==> src/rtl/dslope_pkg.sv <==
package dslope_pkg;
  typedef enum logic [2:0] {
    SEG_AZ1 = 3'd0,
    SEG_OFS = 3'd1,
    SEG_AZ2 = 3'd2,
    SEG_UP  = 3'd3,
    SEG_DN  = 3'd4,
    SEG_WIN = 3'd5
  } seg_e;
endpackage

==> src/rtl/dslope_sync.sv <==
module dslope_sync #(
  parameter int STAGES = 2
) (
  input  logic clk_i,
  input  logic rst_ni,
  input  logic d_i,
  output logic q_o
);
  logic [STAGES-1:0] sh_q;

  always_ff @(posedge clk_i or negedge rst_ni) begin
    if (!rst_ni) sh_q <= '0;
    else         sh_q <= {sh_q[STAGES-2:0], d_i};
  end

  assign q_o = sh_q[STAGES-1];
endmodule

==> src/rtl/dslope_ctrl.sv <==
module dslope_ctrl
  import dslope_pkg::*;
#(
  parameter int SEG_LEN = 4000,
  parameter int AZ_MAX  = 800,
  parameter int CNT_W   = 12
) (
  input  logic             clk_i,
  input  logic             rst_ni,
  input  logic             cmp_s_i,
  output seg_e             seg_o,
  output logic [CNT_W-1:0] cnt_o,
  output logic             sign_o,
  output logic             end_o,
  output logic             ovr_o
);
  localparam logic [CNT_W-1:0] LAST    = CNT_W'(SEG_LEN - 1);
  localparam logic [CNT_W-1:0] AZ_LAST = CNT_W'(AZ_MAX - 1);

  seg_e             seg_q, seg_d;
  logic [CNT_W-1:0] cnt_q, cnt_d, ofs_q, ofs_d;
  logic             sign_q, sign_d;
  logic             trip_az, trip_win;

  assign trip_az  = ~cmp_s_i;
  assign trip_win = cmp_s_i ^ sign_q;

  always_comb begin
    seg_d  = seg_q;
    cnt_d  = cnt_q + 1'b1;
    ofs_d  = ofs_q;
    sign_d = sign_q;
    end_o  = 1'b0;
    ovr_o  = 1'b0;
    unique case (seg_q)
      SEG_AZ1: if (cnt_q == LAST) begin
        seg_d = SEG_OFS;
        cnt_d = '0;
      end
      SEG_OFS: if (trip_az || cnt_q == AZ_LAST) begin
        ofs_d = cnt_q;
        seg_d = SEG_AZ2;
        cnt_d = '0;
      end
      SEG_AZ2: if (cnt_q == LAST) begin
        seg_d = SEG_UP;
        cnt_d = '0;
      end
      SEG_UP: if (cnt_q == LAST) begin
        sign_d = cmp_s_i;
        seg_d  = (ofs_q == '0) ? SEG_WIN : SEG_DN;
        cnt_d  = '0;
      end
      SEG_DN: if (cnt_q == ofs_q - 1'b1) begin
        seg_d = SEG_WIN;
        cnt_d = '0;
      end
      SEG_WIN: if (trip_win || cnt_q == LAST) begin
        end_o = 1'b1;
        ovr_o = ~trip_win;
        seg_d = SEG_AZ1;
        cnt_d = '0;
      end
      default: begin
        seg_d = SEG_AZ1;
        cnt_d = '0;
      end
    endcase
  end

  always_ff @(posedge clk_i or negedge rst_ni) begin
    if (!rst_ni) begin
      seg_q  <= SEG_AZ1;
      cnt_q  <= '0;
      ofs_q  <= '0;
      sign_q <= 1'b1;
    end else begin
      seg_q  <= seg_d;
      cnt_q  <= cnt_d;
      ofs_q  <= ofs_d;
      sign_q <= sign_d;
    end
  end

  assign seg_o  = seg_q;
  assign cnt_o  = cnt_q;
  assign sign_o = sign_q;
endmodule

==> src/rtl/dslope_read.sv <==
module dslope_read #(
  parameter int CNT_W = 12,
  parameter int RES_W = 11,
  parameter int FULL  = 1999
) (
  input  logic             clk_i,
  input  logic             rst_ni,
  input  logic             end_i,
  input  logic             ovr_i,
  input  logic             sign_i,
  input  logic [CNT_W-1:0] cnt_i,
  output logic [RES_W-1:0] result_o,
  output logic             neg_o,
  output logic             ovr_o,
  output logic             done_o
);
  localparam logic [CNT_W-2:0] FULL_H = (CNT_W-1)'(FULL);

  logic [CNT_W-2:0] half;
  logic [RES_W-1:0] res_q, res_d;
  logic             neg_q, ovr_q, done_q;

  assign half = cnt_i[CNT_W-1:1];

  always_comb begin
    if (ovr_i || half > FULL_H) res_d = RES_W'(FULL);
    else                        res_d = RES_W'(half);
  end

  always_ff @(posedge clk_i or negedge rst_ni) begin
    if (!rst_ni) begin
      res_q  <= '0;
      neg_q  <= 1'b0;
      ovr_q  <= 1'b0;
      done_q <= 1'b0;
    end else begin
      done_q <= end_i;
      if (end_i) begin
        res_q <= res_d;
        neg_q <= ~sign_i;
        ovr_q <= ovr_i;
      end
    end
  end

  assign result_o = res_q;
  assign neg_o    = neg_q;
  assign ovr_o    = ovr_q;
  assign done_o   = done_q;
endmodule

==> src/rtl/dslope_seq.sv <==
module dslope_seq
  import dslope_pkg::*;
#(
  parameter  int SEG_LEN = 4000,
  parameter  int AZ_MAX  = 800,
  parameter  int SYNC_N  = 2,
  localparam int CNT_W   = $clog2(SEG_LEN),
  localparam int FULL    = SEG_LEN / 2 - 1,
  localparam int RES_W   = $clog2(SEG_LEN / 2)
) (
  input  logic             clk_i,
  input  logic             rst_ni,
  input  logic             cmp_i,
  output logic             sw_short_o,
  output logic             sw_azc_o,
  output logic             sw_in_o,
  output logic             sw_ref_o,
  output logic             ref_neg_o,
  output logic [RES_W-1:0] result_o,
  output logic             neg_o,
  output logic             ovr_o,
  output logic             done_o
);
  logic             cmp_s, sign, win_end, win_ovr;
  seg_e             seg;
  logic [CNT_W-1:0] cnt;

  dslope_sync #(.STAGES(SYNC_N)) u_sync (
    .clk_i (clk_i), .rst_ni(rst_ni), .d_i(cmp_i), .q_o(cmp_s)
  );

  dslope_ctrl #(.SEG_LEN(SEG_LEN), .AZ_MAX(AZ_MAX), .CNT_W(CNT_W)) u_ctrl (
    .clk_i  (clk_i),
    .rst_ni (rst_ni),
    .cmp_s_i(cmp_s),
    .seg_o  (seg),
    .cnt_o  (cnt),
    .sign_o (sign),
    .end_o  (win_end),
    .ovr_o  (win_ovr)
  );

  dslope_read #(.CNT_W(CNT_W), .RES_W(RES_W), .FULL(FULL)) u_read (
    .clk_i   (clk_i),
    .rst_ni  (rst_ni),
    .end_i   (win_end),
    .ovr_i   (win_ovr),
    .sign_i  (sign),
    .cnt_i   (cnt),
    .result_o(result_o),
    .neg_o   (neg_o),
    .ovr_o   (ovr_o),
    .done_o  (done_o)
  );

  always_comb begin
    sw_short_o = (seg == SEG_AZ1) || (seg == SEG_AZ2);
    sw_azc_o   = sw_short_o;
    sw_in_o    = (seg == SEG_UP);
    sw_ref_o   = (seg == SEG_DN) || (seg == SEG_WIN);
  end

  assign ref_neg_o = neg_o;
endmodule

==> config.mk <==
export PLATFORM = sky130hd
export DESIGN_NAME = dslope_seq
export DESIGN_NICKNAME = d
export VERILOG_FILES = /design/src/rtl/dslope_pkg.sv /design/src/rtl/dslope_sync.sv /design/src/rtl/dslope_ctrl.sv /design/src/rtl/dslope_read.sv /design/src/rtl/dslope_seq.sv
export SDC_FILE = /design/constraint.sdc
export NUM_CORES = 1
export LEC_CHECK = 0
export BUFFER_PORTS_ARGS = -buffer_cell sky130_fd_sc_hd__buf_2
export CORE_ASPECT_RATIO = 1.1
export CORE_MARGIN = 8
export CORE_UTILIZATION = 45
export DETAILED_ROUTE_END_ITERATION = 16
export PLACE_DENSITY = 0.7
export SLEW_MARGIN = 30
export SYNTH_ARGS = -nofsm -noshare
export SYNTH_HDL_FRONTEND = slang
export SYNTH_SLANG_ARGS = --single-unit
==> constraint.sdc <==
create_clock -name clk_i -period 3.75 [get_ports clk_i]
set_clock_uncertainty 0.05 [all_clocks]
set_input_delay 0.1875 -clock clk_i [delete_from_list [all_inputs] [get_ports clk_i]]
set_output_delay 0.1875 -clock clk_i [all_outputs]
set_load 0.01 [all_outputs]
==> impl_results.md <==
- Status: finished clean
- Dpl hpwl: 3970 um
- CP max stage cell: or4b_4
- PortBufs: 21
- Crit-path max FO: 11
- DR vias/cell: 5.90
- Cell area after synthesis: 2550 um^2
- Pwr dens: 287 nW/um^2
- Worst-skew pair later-pin latency: 0.29 ns
- Reg clk slew, reported paths: 0.08 ns
- Layout cells sized above 1: 20.1%
- Syn nets: 265
- Max-slew violations: 0
- Post-Route WL: 5490 um
- Hold Crit Class: reg2reg
- Sink Count: 44
- Final period util: 75.0%
- Vias in the first global route: 1957
- Routability Congestion: 0.854
- DRT antenna net count: 0
- Gr usage total: 14.1%
- Post-synthesis cell type count: 55
- Post-synth EDFFs: 0
- Fillers: 503
- Die H: 95.0 um
- Initial antenna violation count: 0
- Routed WL per cell: 15.7 um
- N_diodes: 0
- Top FF cell, synth: dfrtp_1
- Final net count: 278
- Pwr Total: 0.000794 W
- Mapped Cells: 260
- Min cycle time layout: 2.81 ns
- CTS Buf Count: 5
- RSZ-0062 raised after global routing: false
- TritonCTS clock tree: done
- Die area: 8330 um^2
- Area grow syn2layout: 8.59%
- Lkg Pwr: 1.27 nW
- Setup TNS: 0 ns
- Final hold viol count: 0
- WS Path Type: reg2reg
- Largest net degree at the start of global routing: 45
- DRT iter0 DRCs: 100
- Row cnt: 28
- Actual slew at the worst max-slew pin: 0.730 ns
- Async S/R FF share, synth: 100%
- Synthesized flop and latch total: 44
- Final setup violation count: 0
- DR DRC count: 0
- VDD IR-drop max: 0.232 mV
- Crit-path cells: inv_1 -> ha_1 -> or4b_4 -> nor4_1 -> a32oi_1 -> o211a_1 -> nor2_1 -> a211oi_1
- Syn avg cell area: 9.81 um^2
- Critical path arrival: 2.91 ns
- Synth Warn #: 0
- Startpoint Class: flip-flop
- Sequential element share of the synthesized area: 43.2%
- Top delay family on crit path: simple AND/OR/NAND/NOR gates
- Crit end category: flip-flop
- Achievable frequency: 355 MHz
- IO Pins: 22
- Root Driver: clkbuf_8
- Initial Util: 47.0%
- Core area: 5430 um^2
- Vias: 2058
- Cts hold-fix bufs: 1
- Max transition margin: 51.0%
- Critical path required time: 3.85 ns
- Max Root-Sink Buffers: 2
- Crit path buffers/inverters: 1
- Grt ovf: 0
- DR pass1 iterations: 4
- Highest cell delay on the worst timing path: 0.53 ns
- First-pass GRT wire length: 9290 um
- Postcts setup bufs: 0
- Htree depth: 2
- Max cap viols: 0
- Chip width: 87.8 um
- Post-cts resize count: 0
- Util after Layout: 51.0%
-- sequential cells by signal, summed over array words and instances, names as in the netlist --
signal / count
u_ctrl.cnt_o: 12
u_sync.sh_q: 2
u_ctrl.seg_o: 3
u_read.neg_o: 1
u_ctrl.ofs_q: 12
u_read.ovr_o: 1
u_read.result_o: 11
u_read.done_o: 1
u_ctrl.sign_o: 1
-- power by group --
| part | internal [W] | switching, W |
|---|---|---|
| Clock | 0.000147 | 0.000158 |
| Combinational | 0.00000296 | 0.00000971 |
| Sequential | 0.000475 | 0.00000103 |
| Total | 0.000625 | 0.000169 |
-- routing by layer --
| metal | GRT usage [%] | up-vias | wire, um |
|---|---|---|---|
| li1 | - | 973 | - |
| met1 | 17.5 | 1026 | 2490 |
| met2 | 22.8 | 48 | 2680 |
| met3 | 3.48 | 11 | 222 |
| met4 | 5.45 | 0 | 97 |
| met5 | 0 | - | 0 |
-- cells in the mapped netlist (all sizes together), types with 6 or more instances --
library cell  count  area share (%)
nor3             10             2.4
nand3            11             2.2
buf              13             3.6
o22a              9             3.1
xor2              6             2.1
nand2            20             2.9
inv               9             1.3
dfrtp            43              42
nor2             19             2.9
mux2             11             4.9
a211oi            9             2.6
clkbuf            6            0.88
o21ai            14             2.9
xnor2            17             5.8
nor4              9             2.2
-- area by class of cell --
class,instances,area (um^2),area share (%)
multi-input combinational,188,1300,47.1
sequential,44,1100,39.8
timing repair buffer,25,143,5.15
tap,75,93.8,3.39
clock buffer,6,82.6,2.98
inverter,9,33.8,1.22
clock inverter,2,10.0,0.361
-- cell families after synthesis --
logic type | synth area share, %
simple gates | 21.6
compound gates | 15.6
flops | 43.2
buf+inv | 5.84
xor+xnor | 7.90
mux | 4.86
fa+ha+maj | 0.981
-- metrics by stage --
step                cell area, um^2  worst slack, ns  hold WS (ns)  instances
finish                         2770            0.936         0.305        349
global route                   2770            0.729         0.312        349
CTS                            2760            0.922        0.0211        348
detailed placement             2650            0.936         0.247        339
global placement               2650             1.01         0.248        339
floorplan                      2550             1.33        -0.158        260
-- cells in the final DEF, fill, tap and decap left out, drive strengths merged, types with 3 or more instances in the layout --
cell and count:
a21oi 3, o211ai 3, o22a 9, nor3b 3, nor2b 3, a211oi 9, xnor2 17, xor2 6
inv 9, and3b 3, nor2 19, clkbuf 6, dfrtp 43, nand4 4, nor4 9, mux2 11
buf 23, nor3 10, or4 4, nand2 20, nand3 11, nand3b 3, o21ai 14
-- final timing paths --
check,startpoint,to,slack (ns),depth (start not counted)
worst min register to register,u_sync.sh_q[0],u_sync.sh_q[1],0.31,0
min in group asynchronous,rst_ni,u_read.done_o,0.37,2
max in group asynchronous,rst_ni,u_ctrl.sign_o,2.92,2
worst min-delay path,u_sync.sh_q[0],u_sync.sh_q[1],0.31,0
worst max-delay path,u_ctrl.ofs_q[0],u_ctrl.cnt_o[7],0.94,8
worst max register to register,u_ctrl.ofs_q[0],u_ctrl.cnt_o[7],0.94,8
(Power assumes the default switching activity.)
